==> config.mk <==
export PLATFORM = sky130hd
export DESIGN_NAME = scl_clock_divider
export DESIGN_NICKNAME = d
export VERILOG_FILES = /design/src/rtl/scl_div_pkg.sv /design/src/rtl/scl_div_prescale.sv /design/src/rtl/scl_div_sync.sv /design/src/rtl/scl_div_phase.sv /design/src/rtl/scl_clock_divider.sv
export SDC_FILE = /design/constraint.sdc
export NUM_CORES = 1
export LEC_CHECK = 0
export BUFFER_PORTS_ARGS = -buffer_cell sky130_fd_sc_hd__clkbuf_2
export CAP_MARGIN = 20
export CELL_PAD_IN_SITES_DETAIL_PLACEMENT = 2
export CELL_PAD_IN_SITES_GLOBAL_PLACEMENT = 2
export CORE_MARGIN = 4
export CORE_UTILIZATION = 36
export CTS_CLUSTER_SIZE = 40
export DETAILED_ROUTE_END_ITERATION = 7
export HOLD_SLACK_MARGIN = 0.12
export PLACE_DENSITY_LB_ADDON = 0.1
export SETUP_SLACK_MARGIN = 0.1
export SYNTH_ARGS = -nofsm -noshare
export SYNTH_HDL_FRONTEND = slang
export SYNTH_HIERARCHICAL = 1
export SYNTH_SLANG_ARGS = --single-unit
export TNS_END_PERCENT = 20
==> constraint.sdc <==
create_clock -name clk -period 3.2 [get_ports clk]
set_input_delay 0.48 -clock clk [delete_from_list [all_inputs] [get_ports clk]]
set_output_delay 0.48 -clock clk [all_outputs]
set_load 0.005 [all_outputs]
==> src/rtl/scl_div_pkg.sv <==
package scl_div_pkg;

   typedef enum logic [1:0] {
      PH_IDLE = 2'd0,
      PH_LOW  = 2'd1,
      PH_WAIT = 2'd2,
      PH_HIGH = 2'd3
   } scl_phase_e;

   localparam int unsigned HALF_BASE = 10;
   localparam int unsigned HALF_STEP_SHIFT = 2;

endpackage

==> src/rtl/scl_div_prescale.sv <==
module scl_div_prescale #(
   parameter int unsigned CDF_W = 3
) (
   input  logic             clk,
   input  logic             rst_n,
   input  logic             enable,
   input  logic             restart,
   input  logic [CDF_W-1:0] cdf,
   output logic             tick
);

   logic [CDF_W-1:0] pre_q;

   assign tick = (pre_q == cdf);

   always_ff @(posedge clk) begin
      if (!rst_n) begin
         pre_q <= '0;
      end else if (!enable || restart || tick) begin
         pre_q <= '0;
      end else begin
         pre_q <= pre_q + 1'b1;
      end
   end

   // the prescale count never passes the divisor
   a_r3_pre_bound: assert property (@(posedge clk) disable iff (!rst_n)
      pre_q <= cdf);

   // a restart always brings the count back to its origin
   a_r3_restart_origin: assert property (@(posedge clk) disable iff (!rst_n)
      (enable && restart) |=> (pre_q == '0));

endmodule

==> src/rtl/scl_div_sync.sv <==
module scl_div_sync #(
   parameter int unsigned STAGES = 2
) (
   input  logic clk,
   input  logic rst_n,
   input  logic d,
   output logic q
);

   logic [STAGES-1:0] st_q;

   for (genvar g = 0; g < STAGES; g++) begin : g_stage
      if (g == 0) begin : g_first
         always_ff @(posedge clk) begin
            if (!rst_n) st_q[g] <= 1'b1;
            else        st_q[g] <= d;
         end
      end else begin : g_next
         always_ff @(posedge clk) begin
            if (!rst_n) st_q[g] <= 1'b1;
            else        st_q[g] <= st_q[g-1];
         end
      end
   end

   assign q = st_q[STAGES-1];

endmodule

==> src/rtl/scl_div_phase.sv <==
module scl_div_phase
   import scl_div_pkg::*;
#(
   parameter int unsigned SCGD_W = 6
) (
   input  logic              clk,
   input  logic              rst_n,
   input  logic              enable,
   input  logic              tick,
   input  logic              scl_seen,
   input  logic [SCGD_W-1:0] scgd,
   output logic              restart,
   output logic              drive_low,
   output logic              strobe
);

   localparam int unsigned HALF_W = SCGD_W + 4;

   scl_phase_e        state_q, state_d;
   logic [HALF_W-1:0] cnt_q, cnt_d;
   logic [HALF_W-1:0] half_len;
   logic              strobe_q, strobe_d;
   logic              last_tick;

   assign half_len  = HALF_W'(HALF_BASE) + HALF_W'({scgd, HALF_STEP_SHIFT'(0)});
   assign last_tick = tick && (cnt_q == half_len - 1'b1);

   always_comb begin
      state_d  = state_q;
      cnt_d    = cnt_q;
      strobe_d = 1'b0;
      restart  = 1'b0;
      unique case (state_q)
         PH_IDLE: begin
            state_d = PH_LOW;
            cnt_d   = '0;
            restart = 1'b1;
         end
         PH_LOW: begin
            if (last_tick) begin
               state_d  = PH_WAIT;
               cnt_d    = '0;
               strobe_d = 1'b1;
            end else if (tick) begin
               cnt_d = cnt_q + 1'b1;
            end
         end
         PH_WAIT: begin
            if (scl_seen) begin
               state_d = PH_HIGH;
               cnt_d   = '0;
               restart = 1'b1;
            end
         end
         PH_HIGH: begin
            if (last_tick) begin
               state_d  = PH_LOW;
               cnt_d    = '0;
               strobe_d = 1'b1;
            end else if (tick) begin
               cnt_d = cnt_q + 1'b1;
            end
         end
         default: state_d = PH_IDLE;
      endcase
      if (!enable) begin
         state_d  = PH_IDLE;
         cnt_d    = '0;
         strobe_d = 1'b0;
      end
   end

   always_ff @(posedge clk) begin
      if (!rst_n) begin
         state_q  <= PH_IDLE;
         cnt_q    <= '0;
         strobe_q <= 1'b0;
      end else begin
         state_q  <= state_d;
         cnt_q    <= cnt_d;
         strobe_q <= strobe_d;
      end
   end

   assign drive_low = (state_q == PH_LOW);
   assign strobe    = strobe_q;

   // a cleared enable returns the phase to rest with no strobe
   a_r8_disable_release: assert property (@(posedge clk) disable iff (!rst_n)
      !enable |=> (state_q == PH_IDLE && !strobe_q));

   // every strobe coincides with a change of the drive
   a_r6_strobe_on_edge: assert property (@(posedge clk) disable iff (!rst_n)
      strobe_q |-> (drive_low != $past(drive_low)));

   // the released half does not start counting while the line reads low
   a_r5_hold_until_high: assert property (@(posedge clk) disable iff (!rst_n)
      (state_q == PH_WAIT && !scl_seen && enable) |=> (state_q == PH_WAIT));

   // the half counter stays inside the half length
   a_r4_count_bound: assert property (@(posedge clk) disable iff (!rst_n)
      (state_q == PH_LOW || state_q == PH_HIGH) |-> (cnt_q < half_len));

endmodule

==> src/rtl/scl_clock_divider.sv <==
module scl_clock_divider #(
   parameter int unsigned CDF_W       = 3,
   parameter int unsigned SCGD_W      = 6,
   parameter int unsigned SYNC_STAGES = 2
) (
   input  logic                      clk,
   input  logic                      rst_n,
   input  logic                      enable,
   input  logic [CDF_W+SCGD_W-1:0]   div_cfg,
   input  logic                      scl_in,
   output logic                      scl_drive_low,
   output logic                      half_strobe
);

   localparam int unsigned CFG_W = CDF_W + SCGD_W;

   if (CDF_W < 1 || CDF_W > 4) begin : g_bad_cdf_w
      $error("scl_clock_divider: CDF_W must be 1..4");
   end
   if (SCGD_W < 1 || SCGD_W > 8) begin : g_bad_scgd_w
      $error("scl_clock_divider: SCGD_W must be 1..8");
   end
   if (SYNC_STAGES < 2) begin : g_bad_sync
      $error("scl_clock_divider: SYNC_STAGES must be at least 2");
   end

   logic [CDF_W-1:0]  cdf_q;
   logic [SCGD_W-1:0] scgd_q;
   logic              tick;
   logic              restart;
   logic              scl_seen;

   // Divisors are captured only while the interface is at rest
   always_ff @(posedge clk) begin
      if (!rst_n) begin
         cdf_q  <= '0;
         scgd_q <= '0;
      end else if (!enable) begin
         cdf_q  <= div_cfg[CDF_W-1:0];
         scgd_q <= div_cfg[CFG_W-1:CDF_W];
      end
   end

   scl_div_prescale #(.CDF_W(CDF_W)) u_prescale (
      .clk     (clk),
      .rst_n   (rst_n),
      .enable  (enable),
      .restart (restart),
      .cdf     (cdf_q),
      .tick    (tick)
   );

   scl_div_sync #(.STAGES(SYNC_STAGES)) u_sync (
      .clk   (clk),
      .rst_n (rst_n),
      .d     (scl_in),
      .q     (scl_seen)
   );

   scl_div_phase #(.SCGD_W(SCGD_W)) u_phase (
      .clk       (clk),
      .rst_n     (rst_n),
      .enable    (enable),
      .tick      (tick),
      .scl_seen  (scl_seen),
      .scgd      (scgd_q),
      .restart   (restart),
      .drive_low (scl_drive_low),
      .strobe    (half_strobe)
   );

   // latched divisors hold steady for as long as the interface stays enabled
   a_r7_cfg_frozen: assert property (@(posedge clk) disable iff (!rst_n)
      (enable && $past(enable)) |-> ($stable(cdf_q) && $stable(scgd_q)));

   // nothing is driven and no strobe is given while disabled
   a_r1_rest_quiet: assert property (@(posedge clk) disable iff (!rst_n)
      (!enable && !$past(enable)) |-> (!scl_drive_low && !half_strobe));

endmodule

==> results.ini <==
[synthesis]
synth_common_cells=dfxtp_1 (27), nand2_1 (15), nor2b_1 (11), nor3_1 (10)
synth_edf_count=0
synth.avg_cell_area_sq_um=9.25
netlist_top_cells_area=dfxtp_1 (37%), ha_1 (7.7%), mux2i_1 (6.2%)
yosysTopAreaCell=dfxtp_1
synth_nets=180
synthCells=158
synth-seq-cells=27
synth_cell_types=40
synthFlopType=dfxtp_1
syn_area_sq_um=1460
ys_seq_area_share_pct=37.0
synth_most_common_cell=dfxtp_1
synthArstFlopShare_pct=0
synth_top_area_share_pct=37.0
yosys_warnings=6

[route]
num_vias=1168
routed_via_density=5.26
wire_per_inst_um=16.6
ant_nets=0
drt_iter0_drc=41
drc_errors=0
drt-total-wl_um=3680
drtPass1Iterations=4

[setup_path]
r2r_cells=8
worst_ep_arrival_time_ns=2.67
reg2reg_slack_ns=0.72
rr_endpoint=u_phase/state_q[1]
end_kind=flip-flop
crit_start=u_prescale/pre_q[0]
crit_fanout=5
startpoint_type=flip-flop
critPathKind=flip-flop to flip-flop
cp_data_required_time_ns=3.39
rr_startpoint=u_prescale/pre_q[0]

[hold_path]
min_path_cells=2
hold_path.class=primary input to flip-flop
hp-start=scl_in
holdPathEnd=u_sync/st_q[0]

[global_routing]
grt_remaining_overflow=0
grt_pass1_wl_um=6290
grt_pass1_vias=1298
antenna_found_initial=0
grt_max_degree=16
grt_usage_pct=15.2

[final_layout]
fin_nets=197
diodes=0
area_delta_synth_final_pct=11.2
drive_gt1_share_pct=14.4

[placed_design]
dp_hpwl_um=2890
io_buffers=14
gp_congestion=0.748

[clock_tree]
clk_pin_slew_ns=0.10
clkLatencyLatePin_ns=0.27
cts_tree=yes
clock_path_buffers=2
postCtsResizedCells=0
htree_num_levels=1
cts_buffers=3
cts_sinks=27
postCtsSetupBuffers=0
cts-root-buf=clkbuf_8
ctsHoldBuffers=0

[sta]
fin_crit_ns=2.48
fin_skew_ns=0.00547
grt_setup_unrepaired=no
slew_headroom_pct=67.4
setup_viol=0
tns_ns=0
whs_ns=0.393
worstMarginPinSlew_ns=0.484
slew_violations=0
hold_violations=0
post-route-period-util_pct=77.6
fmax_ghz=0.403

[run]
drv_cap=0

[floorplan]
fp.dieW_um=71.7
die-area_sq_um=5140
rows=22
ios=15
initial_core_util_pct=38.5
die_h_um=71.7
core_area_sq_um=3800

[power]
peakVddDrop_mv=0.149
p_leak_nw=0.675
powerDensity_nw_per_um2=395
power.total_w=0.000642

[status]
outcome=finished clean

[critical path, cell delays in order (launching register included)]
cell,delay (ns)
dfxtp_1,0.36
xor2_1,0.18
nor3_2,0.37
and3b_1,0.22
nand4_1,0.15
nor4b_4,0.38
a21oi_2,0.13
or4b_1,0.52
o31ai_1,0.08
[stage by stage]
stage          area, sq um  setup slack [ns]  instances  utilization [%]
6_report              1630             0.716        222             42.8
5_1_grt               1630             0.554        222             42.8
4_1_cts               1620             0.635        221             42.6
3_5_place_dp          1570             0.656        217             41.4
3_3_place_gp          1570             0.800        217             41.4
2_1_floorplan         1460             0.983        158                -
[per-layer routing]
layer | share of wire, % | global-route usage [%] | up-vias
met3 | 1.3 | 2.10 | 4
met4 | 0.65 | 3.13 | 0
met5 | 0 | 0 | -
met2 | 52 | 26.6 | 8
li1 | - | - | 585
met1 | 46 | 19.7 | 571
[area by class of cell]
cell class | instances | area (sq um)
flip-flops and latches | 27 | 541
well taps | 48 | 60.1
repair buffers | 16 | 85.1
inverters | 6 | 22.5
fillers | 430 | 2170
clock buffers | 4 | 45.0
multi-input cells | 121 | 872
[worst max path at each step]
stage	endpoint	slack, ns
after CTS	u_phase/cnt_q[6]	0.63
after detailed placement	u_phase/cnt_q[6]	0.66
after global routing	u_phase/state_q[1]	0.55
after global placement	u_phase/cnt_q[6]	0.80
after floorplan	u_phase/state_q[1]	0.98
final	u_phase/state_q[1]	0.72
[registers in the layout, indices dropped and copies added, names as in the netlist]
signal	cells
u_sync/q	1
scgd_q	6
u_prescale/pre_q	3
cdf_q	3
u_phase/state_q	2
u_sync/st_q	1
u_phase/cnt_q	10
u_phase/strobe	1
[kinds of logic (layout without fill, tap and decap cells)]
group / after synthesis / after routing / synth area share, %
and+or+nand+nor: 70 / 70 / 28.1
DFF: 27 / 27 / 37.0
AOI/OAI and AO/OA: 19 / 19 / 9.33
xor gates and xnor gates: 14 / 14 / 8.39
buffers and inverters: 10 / 26 / 3.34
adders and majority gates: 9 / 9 / 7.71
muxes: 9 / 9 / 6.16
[where the power goes]
part           total (W)  switching (W)  internal (W)
clock           0.000199       0.000110     0.0000893
sequential      0.000357      0.0000104      0.000346
combinational  0.0000860      0.0000490     0.0000370
[layout by cell type, fill, tap and decap left out, types with 3 or more instances in the layout]
cell type | synthesis | routed
inv_1 | 6 | 6
nand2_1 | 15 | 15
nor2b_1 | 11 | 11
nand4_1 | 3 | 3
o21ai_0 | 5 | 5
xor2_1 | 9 | 9
ha_1 | 9 | 9
nor2_1 | 7 | 7
mux2i_1 | 9 | 9
nor3_1 | 10 | 10
xnor2_1 | 5 | 5
nand3_1 | 7 | 7
clkbuf_8 | 0 | 3
clkbuf_2 | 0 | 14
dfxtp_1 | 27 | 27
Power figures use the tool's default switching activity.
